===== src/rtl/uart_regif_pkg.sv =====
package uart_regif_pkg;

    // register selector decoded from the word index
    typedef enum logic [2:0] {
        SEL_DATA,
        SEL_DIV,
        SEL_STAT,
        SEL_CTRL,
        SEL_DBG,
        SEL_NONE
    } reg_sel_e;

    // bit positions inside status, control and debug words
    localparam int STAT_THRE_BIT = 0;
    localparam int STAT_RX_BIT   = 1;
    localparam int STAT_TX_BIT   = 2;
    localparam int CTRL_RXIE_BIT = 0;
    localparam int CTRL_TXIE_BIT = 1;
    localparam int DBG_BRK_BIT   = 0;

    typedef struct packed {
        logic rx;
        logic tx;
    } evt_t;

    function automatic reg_sel_e decode_word(input logic [31:0] idx);
        reg_sel_e s;
        case (idx)
            32'd0:   s = SEL_DATA;
            32'd1:   s = SEL_DIV;
            32'd2:   s = SEL_STAT;
            32'd3:   s = SEL_CTRL;
            32'd4:   s = SEL_DBG;
            default: s = SEL_NONE;
        endcase
        return s;
    endfunction

endpackage


===== src/rtl/uart_regif_regs.sv =====
module uart_regif_regs
    import uart_regif_pkg::*;
#(
    parameter int DATA_W = 32,
    parameter int BYTE_W = 8,
    parameter int ADDR_W = 5
) (
    input  logic              clk,
    input  logic              rst,
    input  logic [ADDR_W-1:0] bus_addr,
    input  logic              bus_wr,
    input  logic [DATA_W-1:0] bus_wdata,
    output logic [DATA_W-1:0] bus_rdata,
    input  evt_t              evt,
    input  logic [BYTE_W-1:0] rx_byte,
    output logic              data_wr,
    output logic              stat_wr,
    output logic [DATA_W-1:0] div_q,
    output logic              rx_ie,
    output logic              tx_ie,
    output logic              brk
);
    localparam int IDX_W = ADDR_W - 2;

    logic [IDX_W-1:0]  word_idx;
    reg_sel_e          sel;
    logic [DATA_W-1:0] ctrl_q;
    logic [DATA_W-1:0] dbg_q;
    logic [DATA_W-1:0] stat_word;
    logic              unused_addr_lsbs;

    assign word_idx         = bus_addr[ADDR_W-1:2];
    assign unused_addr_lsbs = ^bus_addr[1:0];
    assign sel              = decode_word(32'(word_idx));

    assign data_wr = bus_wr && (sel == SEL_DATA);
    assign stat_wr = bus_wr && (sel == SEL_STAT);

    always_ff @(posedge clk) begin
        if (rst) begin
            div_q  <= '0;
            ctrl_q <= '0;
            dbg_q  <= '0;
        end else if (bus_wr) begin
            case (sel)
                SEL_DIV:  div_q  <= bus_wdata;
                SEL_CTRL: ctrl_q <= bus_wdata;
                SEL_DBG:  dbg_q  <= bus_wdata;
                default:  ;
            endcase
        end
    end

    always_comb begin
        stat_word                = '0;
        stat_word[STAT_THRE_BIT] = 1'b1;
        stat_word[STAT_RX_BIT]   = evt.rx;
        stat_word[STAT_TX_BIT]   = evt.tx;
    end

    always_comb begin
        case (sel)
            SEL_DATA: bus_rdata = {{(DATA_W-BYTE_W){1'b0}}, rx_byte};
            SEL_DIV:  bus_rdata = div_q;
            SEL_STAT: bus_rdata = stat_word;
            SEL_CTRL: bus_rdata = ctrl_q;
            SEL_DBG:  bus_rdata = dbg_q;
            default:  bus_rdata = '0;
        endcase
    end

    assign rx_ie = ctrl_q[CTRL_RXIE_BIT];
    assign tx_ie = ctrl_q[CTRL_TXIE_BIT];
    assign brk   = dbg_q[DBG_BRK_BIT];

    // unmapped reads are zero
    p_unmapped_zero_r10: assert property (@(posedge clk) disable iff (rst)
        (sel == SEL_NONE) |-> (bus_rdata == '0));

    // unmapped writes leave stored registers alone
    p_unmapped_write_r10: assert property (@(posedge clk) disable iff (rst)
        (bus_wr && sel == SEL_NONE) |=> ($stable(div_q) && $stable(ctrl_q) && $stable(dbg_q)));

    // THRE always reads one
    p_stat_thre_r4: assert property (@(posedge clk) disable iff (rst)
        (sel == SEL_STAT) |-> bus_rdata[STAT_THRE_BIT]);

endmodule


===== src/rtl/uart_regif_events.sv =====
module uart_regif_events
    import uart_regif_pkg::*;
#(
    parameter int BYTE_W = 8
) (
    input  logic              clk,
    input  logic              rst,
    input  logic              data_wr,
    input  logic              stat_wr,
    input  logic              clr_rx_bit,
    input  logic              clr_tx_bit,
    input  logic [BYTE_W-1:0] tx_byte_in,
    input  logic              rx_valid,
    input  logic [BYTE_W-1:0] rx_data,
    input  logic              rx_ie,
    input  logic              tx_ie,
    output evt_t              evt_q,
    output logic [BYTE_W-1:0] rx_byte_q,
    output logic              rx_ready,
    output logic              tx_valid,
    output logic [BYTE_W-1:0] tx_data,
    output logic              irq
);
    logic accept;

    assign rx_ready = ~evt_q.rx;
    assign accept   = rx_valid && rx_ready;

    always_ff @(posedge clk) begin
        if (rst) begin
            evt_q     <= '0;
            rx_byte_q <= '0;
            tx_valid  <= 1'b0;
            tx_data   <= '0;
            irq       <= 1'b0;
        end else begin
            // receive flag: a set beats a same-cycle clear
            if (accept) begin
                evt_q.rx  <= 1'b1;
                rx_byte_q <= rx_data;
            end else if (stat_wr && clr_rx_bit) begin
                evt_q.rx <= 1'b0;
            end
            // transmit flag
            if (data_wr) begin
                evt_q.tx <= 1'b1;
            end else if (stat_wr && clr_tx_bit) begin
                evt_q.tx <= 1'b0;
            end
            tx_valid <= data_wr;
            if (data_wr) begin
                tx_data <= tx_byte_in;
            end
            irq <= (rx_ie && evt_q.rx) || (tx_ie && evt_q.tx);
        end
    end

    // a transmit pulse always coincides with a set transmit event
    p_tx_evt_r5: assert property (@(posedge clk) disable iff (rst)
        tx_valid |-> evt_q.tx);

    // an accepted byte sets the receive event
    p_rx_accept_r7: assert property (@(posedge clk) disable iff (rst)
        (rx_valid && rx_ready) |=> evt_q.rx);

    // held byte does not change while the event is pending
    p_rx_hold_r7: assert property (@(posedge clk) disable iff (rst)
        evt_q.rx |=> $stable(rx_byte_q));

    // a clearing status write drops the transmit event
    p_tx_clear_r6: assert property (@(posedge clk) disable iff (rst)
        (stat_wr && clr_tx_bit) |=> !evt_q.tx);

    // interrupt only follows a pending event
    p_irq_cause_r9: assert property (@(posedge clk) disable iff (rst)
        irq |-> $past(evt_q.rx || evt_q.tx));

endmodule


===== src/rtl/uart_regif.sv =====
module uart_regif
    import uart_regif_pkg::*;
#(
    parameter int DATA_W = 32,
    parameter int BYTE_W = 8,
    parameter int ADDR_W = 5
) (
    input  logic              clk,
    input  logic              rst,
    input  logic [ADDR_W-1:0] bus_addr,
    input  logic              bus_wr,
    input  logic [DATA_W-1:0] bus_wdata,
    output logic [DATA_W-1:0] bus_rdata,
    output logic [BYTE_W-1:0] tx_data,
    output logic              tx_valid,
    input  logic [BYTE_W-1:0] rx_data,
    input  logic              rx_valid,
    output logic              rx_ready,
    output logic [DATA_W-1:0] div_out,
    output logic              brk_en,
    output logic              irq
);
    evt_t              evt;
    logic [BYTE_W-1:0] rx_byte;
    logic              data_wr;
    logic              stat_wr;
    logic              rx_ie;
    logic              tx_ie;

    uart_regif_regs #(
        .DATA_W (DATA_W),
        .BYTE_W (BYTE_W),
        .ADDR_W (ADDR_W)
    ) regs_i (
        .clk       (clk),
        .rst       (rst),
        .bus_addr  (bus_addr),
        .bus_wr    (bus_wr),
        .bus_wdata (bus_wdata),
        .bus_rdata (bus_rdata),
        .evt       (evt),
        .rx_byte   (rx_byte),
        .data_wr   (data_wr),
        .stat_wr   (stat_wr),
        .div_q     (div_out),
        .rx_ie     (rx_ie),
        .tx_ie     (tx_ie),
        .brk       (brk_en)
    );

    uart_regif_events #(
        .BYTE_W (BYTE_W)
    ) events_i (
        .clk        (clk),
        .rst        (rst),
        .data_wr    (data_wr),
        .stat_wr    (stat_wr),
        .clr_rx_bit (bus_wdata[STAT_RX_BIT]),
        .clr_tx_bit (bus_wdata[STAT_TX_BIT]),
        .tx_byte_in (bus_wdata[BYTE_W-1:0]),
        .rx_valid   (rx_valid),
        .rx_data    (rx_data),
        .rx_ie      (rx_ie),
        .tx_ie      (tx_ie),
        .evt_q      (evt),
        .rx_byte_q  (rx_byte),
        .rx_ready   (rx_ready),
        .tx_valid   (tx_valid),
        .tx_data    (tx_data),
        .irq        (irq)
    );

endmodule


===== config.mk =====
export PLATFORM = sky130hd
export DESIGN_NAME = uart_regif
export DESIGN_NICKNAME = d
export VERILOG_FILES = /design/src/rtl/uart_regif_pkg.sv /design/src/rtl/uart_regif_regs.sv /design/src/rtl/uart_regif_events.sv /design/src/rtl/uart_regif.sv
export SDC_FILE = /design/constraint.sdc
export NUM_CORES = 1
export LEC_CHECK = 0
export ABC_AREA = 1
export BUFFER_PORTS_ARGS = -buffer_cell sky130_fd_sc_hd__buf_2
export CORE_MARGIN = 4
export CORE_UTILIZATION = 58
export DETAILED_ROUTE_END_ITERATION = 8
export PLACE_DENSITY = 0.86
export SLEW_MARGIN = 0
export SYNTH_ARGS = -nofsm -noshare
export SYNTH_HDL_FRONTEND = slang
export SYNTH_SLANG_ARGS = --single-unit

===== constraint.sdc =====
create_clock -name clk -period 2.2 [get_ports clk]
set_clock_uncertainty 0.1 [all_clocks]
set_input_delay 0.11 -clock clk [delete_from_list [all_inputs] [get_ports clk]]
set_output_delay 0.11 -clock clk [all_outputs]
set_load 0.01 [all_outputs]

==> key figures <==
GRT
  • Vias in the first global route: 5403
  • Met2 Resource Use GR: 51.3%
  • GR Util met3: 7.78%
  • GRT Max-Usage Layer: met2
  • Met1 Resource Use GR: 36.9%
  • Largest net degree at the start of global routing: 75
  • Initial antenna violation count: 0
  • Congestion Overflow GR: 0
  • Global-route wire length before repair: 25200 µm
  • Total global-route track usage: 30.3%

Hold path
  • Hold worst-path end: regs_i.div_q[13]
  • Worst Hold Class: in2reg
  • Hold_sp: rst
  • Hold path cells: 4

Final layout
  • Final instance area: 6780 µm²
  • Syn-to-layout area delta: 30.7%
  • Nets: 890
  • Core Util, Final: 77.8%
  • Non-Filler Instances: 959
  • Diodes inserted: 0
  • Filler cells: 543
  • Share of layout cells above drive strength 1: 28.9%

Place
  • RePlAce Congestion: 0.851
  • Post-DP HPWL: 9400 µm
  • Setup WS pre-CTS: 344 ps
  • # port buffers: 122
  • Dpl cells: 876
  • Post-Place Cell Area: 5750 µm²

Clock tree
  • Worst skew pair latency: 510 ps
  • Deepest clock path buffer count: 2
  • Clk pin slew, worst setup/hold paths: 50 ps
  • TritonCTS Sinks: 116
  • Root Driver: clkbuf_8
  • CTS tree: done
  • CTS Buf Count: 17
  • CTS H-tree lvls: 4

Flow run
  • Max-cap viol count: 0

Routing
  • DRC Markers: 0
  • WL final: 16100 µm
  • Final ANT Viol Nets: 0
  • Pre-Repair DR Iteration Count: 5
  • Via total after detailed routing: 5487
  • Via/cell ratio: 5.72
  • DR iter-0 viols: 408
  • WL/cell: 16.8 µm

Floorplanning
  • Die Width: 103 µm
  • Io pins: 125
  • Core area: 8720 µm²
  • Die H: 103 µm
  • Rows: 34
  • DIE AREA: 10500 µm²
  • Starting Density: 59.5%

Critical path
  • Worst path arrival time: 1860 ps
  • CP Data Required Time: 1990 ps
  • Worst Reg2Reg Path Length in Cells: 5
  • CP Launch Type: input port
  • R2R Setup Slk: 870 ps
  • Reg2reg start: events_i.evt_q[1]
  • R2R Path End: events_i.rx_byte_q[4]
  • Setup CP Type: in2out
  • Crit end category: output port
  • Critical Path Fanout Max: 13
  • CP startpoint: bus_addr[3]

Synthesis
  • Synth warn: 0
  • Asr flop ratio synth: 0%
  • Top area cells in the synthesized netlist: dfxtp_1 45%, nand2_1 14%, nor2_1 6.1%
  • Post-synth EDFFs: 0
  • Most used DFF post-synth: dfxtp_1
  • Most instantiated library cell after synthesis: nand2_1
  • Post-synthesis sequential area ratio: 44.8%
  • Synth area leader: dfxtp_1
  • Cell variety after synth: 23
  • Synth Net Count: 730
  • Synthesized area: 5190 µm²
  • Most frequent cells after synthesis: 198 x nand2_1, 116 x dfxtp_1, 85 x nor2_1
  • Post-synth top area share: 44.8%
  • Syn Area/Cell: 7.62 µm²
  • Register bit count reported by yosys: 116
  • Mapped Cells: 681

Timing
  • RSZ-0062 raised after global routing: no
  • Endpoints failing setup: 0
  • Highest Clock Rate: 482 MHz
  • Slew Viols, Final: 0
  • Final hold viol count: 0
  • Worst Tran Pin Value: 976 ps
  • Setup_tns: 0 ps
  • Setup WS post-layout: 126 ps
  • Hold Slack: 125 ps
  • Final period utilization: 94.3%
  • Minimum clock period: 2070 ps
  • Slew headroom: 35.0%

Power
  • Worst vdd ir: 0.559 mV
  • PD cells: 750 nW/µm²
  • PnR Total Power: 5.09 mW
  • LEAKAGE: 2.92 nW

Status
  • Outcome: finished, final reports clean
[cells by family after synthesis]
family	share of synthesized area [%]
and+or+nand+nor	34.6
DFF	44.8
AOI/OAI and AO/OA	13.4
buffers and inverters	7.26
[routing by layer]
layer	vias to the layer above	part of all wire [%]
li1	2556	-
met1	2611	39
met2	290	51
met3	30	8.8
met4	0	1.6
met5	-	0
[flip-flops by register name, summed over array words and instances (netlist names)]
| signal | cells |
|---|---|
| events_i.irq | 1 |
| events_i.tx_data | 8 |
| regs_i.div_q | 32 |
| regs_i.ctrl_q | 32 |
| regs_i.dbg_q | 32 |
| events_i.tx_valid | 1 |
| events_i.evt_q | 2 |
| events_i.rx_byte_q | 8 |
[worst max-delay path by stage]
stage / slack [ps] / to
global route: 30 / bus_rdata[25]
detailed placement: 340 / regs_i.dbg_q[8]
global placement: 440 / regs_i.dbg_q[9]
floorplan: 1120 / events_i.rx_byte_q[0]
finish: 130 / bus_rdata[0]
CTS: 20 / bus_rdata[25]
[critical path: stages]
cell	delay, ps
dlygate4sd3_1	550
buf_2	150
inv_2	90
nand3_2	110
inv_2	270
buf_4	270
nand2_1	70
nand4_1	100
buf_2	150
[power by group]
group / internal [mW] / switching (mW)
logic: 0.195 / 0.306
registers: 2.17 / 0.0408
clock network: 1.49 / 0.890
total: 3.85 / 1.24
[area by class of cell]
type / count / area [µm²] / area share, %
Multi-Input combinational cell: 507 / 2500 / 36.9
Sequential cell: 116 / 2320 / 34.2
Timing Repair Buffer: 188 / 1270 / 18.8
Clock buffer: 22 / 443 / 6.53
Tap cell: 108 / 135 / 1.99
Clock inverter: 7 / 60.1 / 0.885
Inverter: 11 / 48.8 / 0.719
[cell usage in the layout, fill, tap and decap left out]
cell,n
inv_4,1
nand2_2,5
nand2_4,1
dfxtp_1,116
clkbuf_8,2
nor2_8,1
buf_4,19
inv_1,5
dlygate4sd3_1,45
nand3_1,59
nand3_2,31
clkbuf_16,16
inv_2,4
a21oi_1,44
nor2_1,85
nor3_2,1
clkinv_4,1
a21oi_2,30
buf_12,4
o21ai_0,42
nor2_2,2
nand4_1,7
buf_2,120
nor2_4,1
nand2_1,198
clkinv_2,6
bufinv_16,1
clkbuf_1,4
[timing repair]
item | CTS | global route
resized for setup | 0 | 4
hold endpoints to repair | 115 | 0
setup endpoints to repair | 0 | 24
setup buffers | 0 | 8
hold buffers | 45 | 0
Note: power is estimated with default switching activity, not from simulation.
